<file path="src/rtl/ps2_rx_pkg.sv">
package ps2_rx_pkg;
  localparam int unsigned ADDR_W    = 2;
  localparam int unsigned FRAME_LEN = 11;

  typedef enum logic [ADDR_W-1:0] {
    REG_CODE = 2'd0,
    REG_STAT = 2'd1
  } reg_addr_e;

  localparam int unsigned ST_PEND = 0;
  localparam int unsigned ST_OVR  = 1;
endpackage

</file>
<file path="src/rtl/ps2_line_filt.sv">
module ps2_line_filt #(
  parameter int unsigned SYNC_STAGES = 2,
  parameter int unsigned FILT_LEN    = 4
) (
  input  logic clk_i,
  input  logic rst_ni,
  input  logic line_i,
  output logic line_o
);
  localparam int unsigned CW = $clog2(FILT_LEN + 1);

  logic [SYNC_STAGES-1:0] sync_q;
  logic [CW-1:0]          cnt_q;
  logic                   filt_q;
  logic                   synced;

  assign synced = sync_q[SYNC_STAGES-1];

  always_ff @(posedge clk_i or negedge rst_ni) begin
    if (!rst_ni) sync_q <= '1;
    else         sync_q <= {sync_q[SYNC_STAGES-2:0], line_i};
  end

  // output flips only after FILT_LEN consecutive disagreeing samples
  always_ff @(posedge clk_i or negedge rst_ni) begin
    if (!rst_ni) begin
      cnt_q  <= '0;
      filt_q <= 1'b1;
    end else if (synced == filt_q) begin
      cnt_q <= '0;
    end else if (cnt_q == CW'(FILT_LEN - 1)) begin
      cnt_q  <= '0;
      filt_q <= synced;
    end else begin
      cnt_q <= cnt_q + 1'b1;
    end
  end

  assign line_o = filt_q;

  // a change at the output is backed by the synchronized input
  a_r10_filter_backed: assert property (@(posedge clk_i) disable iff (!rst_ni)
    (filt_q != $past(filt_q)) |-> ($past(synced) == filt_q));
endmodule

</file>
<file path="src/rtl/ps2_frame_rx.sv">
module ps2_frame_rx #(
  parameter int unsigned TIMEOUT_CYC = 12500
) (
  input  logic       clk_i,
  input  logic       rst_ni,
  input  logic       kclk_i,
  input  logic       kdat_i,
  output logic       valid_o,
  output logic [7:0] byte_o
);
  import ps2_rx_pkg::*;
  localparam int unsigned BW = $clog2(FRAME_LEN);
  localparam int unsigned TW = $clog2(TIMEOUT_CYC + 1);

  logic          kclk_q;
  logic          fall;
  logic [BW-1:0] bit_q;
  logic [7:0]    sh_q;
  logic          par_q;
  logic          par_ok_q;
  logic [TW-1:0] tmo_q;
  logic          tmo_hit;
  logic          valid_q;

  assign fall    = kclk_q & ~kclk_i;
  assign tmo_hit = (bit_q != '0) && (tmo_q == TW'(TIMEOUT_CYC));

  always_ff @(posedge clk_i or negedge rst_ni) begin
    if (!rst_ni) kclk_q <= 1'b1;
    else         kclk_q <= kclk_i;
  end

  always_ff @(posedge clk_i or negedge rst_ni) begin
    if (!rst_ni)               tmo_q <= '0;
    else if (fall || bit_q == '0) tmo_q <= '0;
    else if (!tmo_hit)         tmo_q <= tmo_q + 1'b1;
  end

  always_ff @(posedge clk_i or negedge rst_ni) begin
    if (!rst_ni) begin
      bit_q    <= '0;
      sh_q     <= '0;
      par_q    <= 1'b0;
      par_ok_q <= 1'b0;
      valid_q  <= 1'b0;
    end else begin
      valid_q <= 1'b0;
      if (tmo_hit) begin
        bit_q <= '0;
      end else if (fall) begin
        if (bit_q == '0) begin
          if (!kdat_i) begin
            bit_q <= BW'(1);
            par_q <= 1'b0;
          end
        end else if (bit_q <= BW'(8)) begin
          sh_q  <= {kdat_i, sh_q[7:1]};
          par_q <= par_q ^ kdat_i;
          bit_q <= bit_q + 1'b1;
        end else if (bit_q == BW'(9)) begin
          par_ok_q <= par_q ^ kdat_i;
          bit_q    <= bit_q + 1'b1;
        end else begin
          valid_q <= par_ok_q & kdat_i;
          bit_q   <= '0;
        end
      end
    end
  end

  assign valid_o = valid_q;
  assign byte_o  = sh_q;

  a_r2_valid_single: assert property (@(posedge clk_i) disable iff (!rst_ni)
    valid_q |=> !valid_q);
  a_r9_timeout_bound: assert property (@(posedge clk_i) disable iff (!rst_ni)
    tmo_q <= TW'(TIMEOUT_CYC));
  a_r9_bit_range: assert property (@(posedge clk_i) disable iff (!rst_ni)
    bit_q < BW'(FRAME_LEN));
endmodule

</file>
<file path="src/rtl/ps2_code_buf.sv">
module ps2_code_buf (
  input  logic       clk_i,
  input  logic       rst_ni,
  input  logic       valid_i,
  input  logic [7:0] byte_i,
  input  logic       ack_i,
  output logic [7:0] code_o,
  output logic       pend_o,
  output logic       ovr_o
);
  logic [7:0] code_q;
  logic       pend_q;
  logic       ovr_q;

  always_ff @(posedge clk_i or negedge rst_ni) begin
    if (!rst_ni) begin
      code_q <= '0;
      pend_q <= 1'b0;
      ovr_q  <= 1'b0;
    end else if (ack_i) begin
      code_q <= valid_i ? byte_i : 8'h00;
      pend_q <= valid_i;
      ovr_q  <= 1'b0;
    end else if (valid_i) begin
      if (pend_q) begin
        ovr_q <= 1'b1;
      end else begin
        code_q <= byte_i;
        pend_q <= 1'b1;
      end
    end
  end

  assign code_o = code_q;
  assign pend_o = pend_q;
  assign ovr_o  = ovr_q;

  a_r4_ack_clears: assert property (@(posedge clk_i) disable iff (!rst_ni)
    ack_i |=> (pend_q == $past(valid_i)) && !ovr_q);
  a_r8_overrun_keeps: assert property (@(posedge clk_i) disable iff (!rst_ni)
    (pend_q && valid_i && !ack_i) |=> (ovr_q && $stable(code_q)));
  a_r8_ovr_needs_pend: assert property (@(posedge clk_i) disable iff (!rst_ni)
    ovr_q |-> pend_q);
endmodule

</file>
<file path="src/rtl/ps2_scan_port.sv">
module ps2_scan_port #(
  parameter int unsigned SYNC_STAGES = 2,
  parameter int unsigned FILT_LEN    = 4,
  parameter int unsigned TIMEOUT_CYC = 12500
) (
  input  logic       clk_i,
  input  logic       rst_ni,
  input  logic       kb_clk_i,
  input  logic       kb_dat_i,
  input  logic [1:0] addr_i,
  input  logic       wr_i,
  input  logic [7:0] wdata_i,
  output logic [7:0] rdata_o,
  output logic       irq_o
);
  import ps2_rx_pkg::*;

  logic [1:0] raw;
  logic [1:0] filt;
  logic       valid;
  logic [7:0] rx_byte;
  logic [7:0] code;
  logic       pend;
  logic       ovr;
  logic       ack;
  logic       unused_w;

  assign raw      = {kb_dat_i, kb_clk_i};
  assign unused_w = ^wdata_i;

  for (genvar g = 0; g < 2; g++) begin : g_line
    ps2_line_filt #(.SYNC_STAGES(SYNC_STAGES), .FILT_LEN(FILT_LEN)) i_filt (
      .clk_i(clk_i), .rst_ni(rst_ni), .line_i(raw[g]), .line_o(filt[g]));
  end

  ps2_frame_rx #(.TIMEOUT_CYC(TIMEOUT_CYC)) i_rx (
    .clk_i(clk_i), .rst_ni(rst_ni), .kclk_i(filt[0]), .kdat_i(filt[1]),
    .valid_o(valid), .byte_o(rx_byte));

  assign ack = wr_i && (addr_i == REG_STAT);

  ps2_code_buf i_buf (
    .clk_i(clk_i), .rst_ni(rst_ni), .valid_i(valid), .byte_i(rx_byte),
    .ack_i(ack), .code_o(code), .pend_o(pend), .ovr_o(ovr));

  always_comb begin
    rdata_o = 8'h00;
    unique case (addr_i)
      REG_CODE: rdata_o = code;
      REG_STAT: begin
        rdata_o[ST_PEND] = pend;
        rdata_o[ST_OVR]  = ovr;
      end
      default: rdata_o = {7'd0, unused_w & 1'b0};
    endcase
  end

  assign irq_o = pend;

  a_r4_irq_drops: assert property (@(posedge clk_i) disable iff (!rst_ni)
    (ack && !valid) |=> !irq_o);
endmodule

</file>
<file path="config.mk">
export PLATFORM = sky130hd
export DESIGN_NAME = ps2_scan_port
export DESIGN_NICKNAME = d
export VERILOG_FILES = /design/src/rtl/ps2_rx_pkg.sv /design/src/rtl/ps2_line_filt.sv /design/src/rtl/ps2_frame_rx.sv /design/src/rtl/ps2_code_buf.sv /design/src/rtl/ps2_scan_port.sv
export SDC_FILE = /design/constraint.sdc
export NUM_CORES = 1
export LEC_CHECK = 0
export BUFFER_PORTS_ARGS = -buffer_cell sky130_fd_sc_hd__buf_2
export CAP_MARGIN = 20
export CELL_PAD_IN_SITES_DETAIL_PLACEMENT = 1
export CELL_PAD_IN_SITES_GLOBAL_PLACEMENT = 1
export CORE_UTILIZATION = 47
export CTS_CLUSTER_SIZE = 25
export DETAILED_ROUTE_END_ITERATION = 8
export PLACE_DENSITY = 0.9
export SLEW_MARGIN = 25
export SYNTH_ARGS = -nofsm -noshare
export SYNTH_HDL_FRONTEND = slang
export SYNTH_SLANG_ARGS = --single-unit
</file>
<file path="constraint.sdc">
create_clock -name clk_i -period 2.24 [get_ports clk_i]
set_input_delay 0.448 -clock clk_i [delete_from_list [all_inputs] [get_ports clk_i]]
set_output_delay 0.448 -clock clk_i [all_outputs]
set_load 0.01 [all_outputs]
</file>
* Word-level counts from Yosys, hierarchy flattened *
Index checks and enable logic that the tools add are counted.

operators by class
  add/sub/neg operators = 4
  multipliers = 0
  divide/modulo/power cells = 0
  magnitude comparators = 1
  equal/unequal tests = 11
  shift-type cells = 0
  multiplexer cells = 31
  bitwise logic cells = 9
  reduce and logical (&&, ||, !) cells = 18

operator list
  cell                     count
  $mux W8                  4
  $mux W14                 2
  $mux W4                  6
  $add A14 B1 Y14 const B  1
  $eq A14 B14 Y1 const B   1
  $mux W1                  13
  $mux W3                  4
  $reduce_and A2 Y1        5
  $reduce_and A4 Y1        2
  $reduce_bool A2 Y1       4
  $add A3 B1 Y3 const B    2
  $eq A3 B2 Y1 const B     2
  $mux W6                  1
  $ne A2 B2 Y1 const B     3
  $not A1 Y1               6
  $reduce_and A5 Y1        1
  $add A4 B1 Y4 const B    1
  $eq A4 B4 Y1 const B     1
  $le A4 B4 Y1 const B     1
  $logic_not A4 Y1         1
  $pmux W2 S2              1
  $reduce_bool A4 Y1       1
  $ne A3 B2 Y1 const B     1
  $and A1 B1 Y1            2
  6 further kinds          8

storage, ports and cells
  register bits after elaboration = 52
  bits in latches = 0
  RAM bits = 0
  bits in read-only memories = 0
  bits of input ports = 15
  memories kept = 0

* Logic depth before layout (Yosys ltp) *
Gate-level depths: netlist of the first run.

  depth after elaboration = 6
  mapped depth = 7

* Modules after synthesis *
A second synthesis of the first run with hierarchy kept.

second synthesis, totals
  cells, all modules = 231
  area, all modules = 2577.5 um^2

modules (own cells, without submodules)
  module                             times used  cells each  area an instance (um^2)  sequential area each (um^2)
  ps2_frame_rx                       1           149         1561.5                   752.0
  ps2_code_buf                       1           43          484.2                    250.2
  ps2_line_filt at g_line[0].i_filt  1           13          232.7                    153.9
  ps2_line_filt at g_line[1].i_filt  1           13          220.2                    153.9
  ps2_scan_port                      1           13          78.8                     0.0

* Least setup slack after synthesis of the first run *
Ideal clock, no wire load.

  kind = register to register
  from = reg i_rx.tmo_q[3]
  to = reg i_rx.sh_q[2] (netlist: i_rx.byte_o[2])
  library setup time = 0.125 ns
  data arrival time = 1.785 ns
  data required time = 2.115 ns
  setup slack = 0.330 ns
  stages on the path, launching flop included = 5
  path buffers = 0
  period minus slack after synthesis = 1.910 ns
  path through = dfrtp_1 > or4b_4 > nor4_4 > nand3b_4 > mux2_2

on the way
  cells in the longest elaborated chain, start to end = 4

ends and longest elaborated chain
  what                                RTL line            RTL
  start: declaration                  ps2_frame_rx.sv:21  logic [TW-1:0] tmo_q;
  start signal: assignment            ps2_frame_rx.sv:36  else if (!tmo_hit) tmo_q <= tmo_q + 1'b1;
  $eq A14 B14 Y1                      ps2_frame_rx.sv:26  assign tmo_hit = (bit_q != '0) && (tmo_q == TW'(TIMEOUT_CYC));
  $logic_and A1 B1 Y1                 ps2_frame_rx.sv:26
  $not A1 Y1 (no source line)         n/a
  $reduce_and A4 Y1 (no source line)  n/a
  end signal: assignment              ps2_frame_rx.sv:57  sh_q <= {kdat_i, sh_q[7:1]};
  end: declaration                    ps2_frame_rx.sv:18  logic [7:0] sh_q;

No other way between the ends.
A chain may end at the register's enable or synchronous reset.

* Final worst setup path of the first run *
  from = reg i_rx.bit_q[1]
  to = reg i_rx.bit_q[0]

on the way
  cells in the longest elaborated chain, start to end = 6
  elaborated cells between the ends (all ways) = 13
  classes of those cells = 1 x order compare; 2 x eq/ne; 5 x mux; 5 x reduce/logical

ends and longest elaborated chain
  what                                                                  RTL line            RTL
  start: declaration                                                    ps2_frame_rx.sv:17  logic [BW-1:0] bit_q;
  start signal: assignment                                              ps2_frame_rx.sv:59  bit_q <= bit_q + 1'b1;
  start signal: assignment                                              ps2_frame_rx.sv:62  bit_q <= bit_q + 1'b1;
  parallel branches: the longest is 6 deep, another holds $le A4 B4 Y1  n/a

Parallel ways; which one is timed is not known. The select of a mux whose other input is x is not followed.

==> results.txt, run 1 <==
Status: completed
H-tree Lvls: 2
Number of antenna cells inserted: 0
Worst Max-Slew Pin Slew: 0.602 ns
Final Hold Fails: 0
Max cap viols: 0
WL final: 4860 microns
Die Width: 73.4 microns
Inst Count DP: 285
Mapped Area: 2400 sq um
TritonCTS clock tree: built
Slew Viols, Final: 0
Routed met2 length: 2550 microns
Root Driver: clkbuf_8
Routed length on met3: 143 microns
Global Route Usage Sum: 21.0%
Die Area: 5390 sq um
Pwr per Cell Area: 1080 nW/um^2
DR DRC count: 0
Asr flop ratio synth: 100%
Final setup TNS: 0 ns
Clock sinks: 52
Number of synthesized register bits: 52
RSZ-0062 raised after global routing: no
Critical path cell sequence: inv_1, ha_1, nor3b_1, a21oi_1, or4b_2, o311ai_0
R2R Setup Slk: 0.17 ns
Layout Nets: 247
Top sig layer: met4
Post-CTS Resized: 0
Filler cells: 541
Final setup viols: 0
Area of the multi-input gates: 1030 sq um
Minimum clock period: 2.07 ns
GP Congestion: 0.759
Final Cycle Share: 92.6%
Die extent in y: 73.4 microns
Commonest cells after routing, fill and taps aside: dfrtp_1 (45), nor2_1 (17), buf_2 (15)
Num ports: 24
Critical Path RT: 2.44 ns
DR WL/cell: 16.6 microns
WS Path Type: flip-flop to flip-flop
Mean Syn Cell Area: 11.6 sq um
VDD IR max: 0.512 mV
P_leak: 1.24 nW
Initial DRC count: 50
First-pass GRT wire length: 8340 microns
Post-Route M1 WL: 2080 microns
Top_reg_cell synth: dfrtp_1
Slowest stage delay, CP: 0.63 ns
Register-to-Register Path Depth: 6
Hold buffer count at CTS: 0
Layout cells sized above 1: 21.2%
PortBufs: 15
Rel. slew slack: 59.9%
Largest net degree at the start of global routing: 21
Worst Clk Skew: 0.00195 ns
Clock Latency Late Sink: 0.31 ns
Clock Tree Buf Depth: 2
Core Area: 4820 sq um
Distinct cells, synth: 44
Initial DRT Pass Iterations: 4
Detailed Place HPWL: 3370 microns
Post-synth EDFFs: 0
DR vias/cell: 5.58
Most common cell after layout, fill and taps aside: dfrtp_1
Post-synth net total: 228
Inserted Clock Buffers: 5
CP Data Arrival Time: 2.27 ns
Slowest cell on the critical path: or4b_2
Reg-to-Reg Start: i_rx.bit_q[1]$_DFFE_PN0P_
Initial antenna violation count: 0
Synth warn: 0
CP endpoint kind: flip-flop
Storage element area: 1310 sq um
Num rows: 25
DR vias: 1636
Post-Synthesis Cells: 206
Clock transition at the registers of the reported paths: 0.09 ns
Worst-path fanout max: 5
Startpoint Class: flip-flop
Postcts setup bufs: 0
Sequential area share after synthesis: 54.6%
RR Endpoint: i_rx.bit_q[0]$_DFFE_PN0P_
Area Growth Syn to Fin: 10.7%
Starting Density: 49.8%
Highest Clock Rate: 0.482 GHz
Post-route ant nets: 0
Vias in the first global route: 1769
GRT overflow: 0
Type of the most critical hold path: input port to asynchronous set/reset pin
Non-filler cells, final: 293
-- metrics by stage --
step	total power, mW	setup WS [ns]	cell area, sq um	hold slack (ns)	util [%]
after global placement	2.19	0.337	2560	0.346	53.2
after floorplan	2.01	0.330	2400	0.152	-
after detailed placement	2.28	0.280	2560	0.348	53.2
final	2.86	0.165	2660	0.0257	55.1
after global routing	3.04	0.0567	2660	0.0443	55.1
after CTS	2.88	0.197	2660	0.0282	55.1
-- registers in the layout, indices dropped and copies added (netlist names) --
| name | flops |
|---|---|
| i_buf.ovr_o | 1 |
| i_buf.code_o | 8 |
| i_rx.kclk_q | 1 |
| i_buf.pend_o | 1 |
| i_rx.valid_o | 1 |
| i_rx.bit_q | 4 |
| g_line.i_filt.sync_q | 4 |
| i_rx.par_q | 1 |
| i_rx.byte_o | 8 |
| i_rx.par_ok_q | 1 |
| i_rx.tmo_q | 14 |
| g_line.i_filt.cnt_q | 6 |
| g_line.i_filt.line_o | 2 |
-- worst max path at each step --
stage | slack, ns | to | start
after detailed placement | 0.28 | i_rx.bit_q[0]$_DFFE_PN0P_ | i_rx.bit_q[1]$_DFFE_PN0P_
after global routing | 0.06 | i_rx.bit_q[0]$_DFFE_PN0P_ | i_rx.bit_q[1]$_DFFE_PN0P_
final | 0.17 | i_rx.bit_q[0]$_DFFE_PN0P_ | i_rx.bit_q[1]$_DFFE_PN0P_
after global placement | 0.34 | i_rx.byte_o[5]$_DFFE_PN0P_ | i_rx.tmo_q[3]$_DFFE_PN0P_
after CTS | 0.20 | i_rx.bit_q[0]$_DFFE_PN0P_ | i_rx.bit_q[1]$_DFFE_PN0P_
after floorplan | 0.33 | i_rx.byte_o[2]$_DFFE_PN0P_ | i_rx.tmo_q[3]$_DFFE_PN0P_
-- cells by family after synthesis --
group           after synthesis  synth area share (%)
simple gates                 74                  18.9
mux                          14                  6.42
compound gates               32                  9.34
buf+inv                      14                  2.35
flops                        52                  54.6
fa+ha+maj                     7                  3.65
xor+xnor                     13                  4.75
-- synthesized netlist by cell type (2+ instances only) --
library cell,n,area share (%)
and2_1,8,2.1
nand2_1,8,1.3
dfstp_2,7,7.7
ha_1,7,3.7
nor3b_1,5,1.6
a21oi_1,9,1.9
or3_1,3,0.78
dfrtp_1,45,47
xor2_1,9,3.3
nor2b_1,4,1.0
nor2_1,17,2.7
inv_1,6,0.94
and4_1,2,0.73
nor3_1,3,0.63
clkbuf_1,7,1.1
mux2i_1,3,1.3
o21ai_0,5,1.0
xnor2_1,4,1.5
nand4_1,3,0.78
a22o_1,8,2.9
mux2_2,9,4.2
nand2b_1,4,1.0
a32oi_1,2,0.73
nand3_1,7,1.5
mux2_1,2,0.94
-- per-layer routing --
metal,up-vias,track usage [%]
li1,765,-
met1,832,24.3
met2,31,37.3
met3,8,5.21
met4,0,8.33
met5,-,0
-- where the power goes --
| group | internal [mW] | switching [mW] |
|---|---|---|
| clock | 0.251 | 0.304 |
| combinational | 0.402 | 0.528 |
| sequential | 1.16 | 0.210 |
| total | 1.82 | 1.04 |
-- critical path: cells and delay by family (launching register included) --
family | cells | cell delay [ns]
adders and majority gates | 1 | 0.24
DFF | 1 | 0.41
buffers and inverters | 1 | 0.09
AOI/OAI and AO/OA | 2 | 0.40
and+or+nand+nor | 2 | 0.82
-- layout make-up --
cell class                 count  share of cell area (%)
sequential                    52                    49.3
clock inverter                 1                   0.283
inverter                       6                   0.848
timing repair buffer          20                    4.24
tap                           67                    3.16
multi-input combinational    140                    38.9
clock buffer                   7                    3.25
Note: power is estimated with default switching activity, not from simulation.
==> inputs of run 2 (changes only) <==
==> constraint.sdc (replaced) <==
create_clock -name clk_i -period 2.1 [get_ports clk_i]
set_input_delay 0.42 -clock clk_i [delete_from_list [all_inputs] [get_ports clk_i]]
set_output_delay 0.42 -clock clk_i [all_outputs]
set_load 0.01 [all_outputs]
==> run 2 against run 1 <==
  * Largest power group unchanged
  * Critical path type unchanged
  * Critical endpoint is now i_rx.byte_o[5]$_DFFE_PN0P_
  * Clock power grew 6.8%
  * Sequential power up 7%
  * Worst hold slack improved by 0.060 ns
  * Wire length increased by 2.5%
  * Sequential cell count is the same
  * First-iteration DRC count increased by 8.0%
  * Via count is 0.86% higher
  * Largest cell class unchanged
  * Combinational power rose by 11%
  * Fmax up 3.8%
  * Global-route usage is 0.31 points higher
  * Final cell count grew 0.68%
==> results.txt, run 2 (synthesis results as in run 1) <==
Clock transition at the registers of the reported paths: 0.09 ns
Initial antenna violation count: 0
Post-CTS Resized: 0
Largest Register: i_rx.tmo_q
Sequential Power Share: 47.3%
Largest net degree at the start of global routing: 26
RSZ-0062 raised after global routing: no
Gate power share: 33.4%
Inserted Clock Buffers: 5
H-tree Lvls: 2
Num rows: 25
DR DRC count: 0
DR vias: 1650
Num ports: 24
Highest Clock Rate: 0.500 GHz
Initial DRT Pass Iterations: 6
Worst Max-Slew Pin Slew: 0.609 ns
P_int: 1.97 mW
WL final: 4980 microns
Post-route ant nets: 0
Root Driver: clkbuf_8
First-pass GRT wire length: 8470 microns
PortBufs: 15
Type of the most critical hold path: input port to asynchronous set/reset pin
Final Power: 3.08 mW
Filler cells: 539
Die extent in y: 73.4 microns
P_leak: 1.25 nW
Layout Nets: 249
Startpoint Class: flip-flop
Vias in the first global route: 1839
Worst Setup SP: i_rx.tmo_q[8]$_DFFE_PN0P_
Most common cell after layout, fill and taps aside: dfrtp_1
Final setup viols: 0
Postcts setup bufs: 0
Reg-to-Reg Start: i_rx.tmo_q[8]$_DFFE_PN0P_
Clock power frac: 19.2%
Worst Clk Skew: 0.00456 ns
VDD IR max: 0.631 mV
Hold buffer count at CTS: 0
WS Path Type: flip-flop to flip-flop
Detailed Place HPWL: 3490 microns
Starting Density: 49.8%
GP Congestion: 0.784
Die Area: 5390 sq um
Clock Tree Buf Depth: 2
Final Cycle Share: 95.2%
DR vias/cell: 5.59
CP Data Arrival Time: 2.19 ns
Clock Latency Late Sink: 0.30 ns
Minimum clock period: 2.00 ns
Global Route Usage Sum: 21.3%
Layout cells sized above 1: 22.8%
Clock sinks: 52
Slew Viols, Final: 0
Status: completed
CP endpoint kind: flip-flop
Area Growth Syn to Fin: 12.1%
Commonest cells after routing, fill and taps aside: dfrtp_1 (45), nor2_1 (17), buf_2 (15), xor2_1 (9), mux2_2 (9)
Die Width: 73.4 microns
Core Area: 4820 sq um
Pwr per Cell Area: 1150 nW/um^2
Worst-path fanout max: 8
Final setup TNS: 0 ns
TritonCTS clock tree: built
Critical Path RT: 2.29 ns
Rel. slew slack: 59.4%
Max FFs per register: 14
Initial DRC count: 54
Number of antenna cells inserted: 0
NetSw: 1.11 mW
Switching Fraction: 36.2%
Final Hold Fails: 0
Max cap viols: 0
GRT overflow: 0
DR WL/cell: 16.9 microns
run 2: worst max-delay path, cell delays in order (launching register included):
cell and delay, ns:
dfrtp_1 0.44, or4b_4 0.54, nor4_4 0.30, nand3b_4 0.26, mux2_2 0.35
run 2: routing by layer:
metal  global-route usage, %  vias up  wire (microns)
met5                       0        -               0
met4                    9.19        0             130
met3                    4.12       13             119
met2                    40.8       29            2700
met1                    22.5      841            2040
li1                        -      767               -
run 2: area by class of cell:
type                            count  area [sq um]  share of cell area, %
Sequential cell                    52          1310                   48.7
Multi-Input combinational cell    140          1040                   38.6
Timing Repair Buffer               22           140                   5.21
Clock buffer                        7          86.3                   3.21
Tap cell                           67          83.8                   3.12
Inverter                            6          22.5                  0.838
Clock inverter                      1          7.51                  0.279
run 2: worst paths after layout:
| check | end | slack [ns] | cells after the start |
|---|---|---|---|
| worst max register to register | i_rx.byte_o[5]$_DFFE_PN0P_ | 0.10 | 4 |
| worst min-delay path | i_buf.ovr_o$_DFFE_PN0P_ | 0.09 | 1 |
| worst max-delay path | i_rx.byte_o[5]$_DFFE_PN0P_ | 0.10 | 4 |
| max in group asynchronous | g_line[0].i_filt.sync_q[1]$_DFF_PN1_ | 1.32 | 2 |
| worst min register to register | g_line[0].i_filt.sync_q[1]$_DFF_PN1_ | 0.36 | 0 |
| min in group clk_i | g_line[0].i_filt.sync_q[0]$_DFF_PN1_ | 0.21 | 1 |
run 2: power by group through the flow:
stage,Combinational (mW),Sequential (mW),Clock [mW]
floorplan,0.763,1.38,0
global placement,0.917,1.45,0
CTS,1.03,1.46,0.603
finish,1.03,1.46,0.593
detailed placement,1.00,1.47,0
global route,1.16,1.50,0.633
run 2: stage by stage:
step / setup slack [ns] / hold slack, ns / instances / util (%) / instance area, sq um
after floorplan: 0.190 / 0.124 / 206 / - / 2400
after global placement: 0.153 / 0.346 / 287 / 53.7 / 2590
after detailed placement: 0.0944 / 0.354 / 287 / 53.7 / 2590
after CTS: 0.00371 / 0.105 / 295 / 55.7 / 2680
after global routing: 0.0277 / 0.121 / 295 / 55.8 / 2690
final: 0.101 / 0.0857 / 295 / 55.8 / 2690
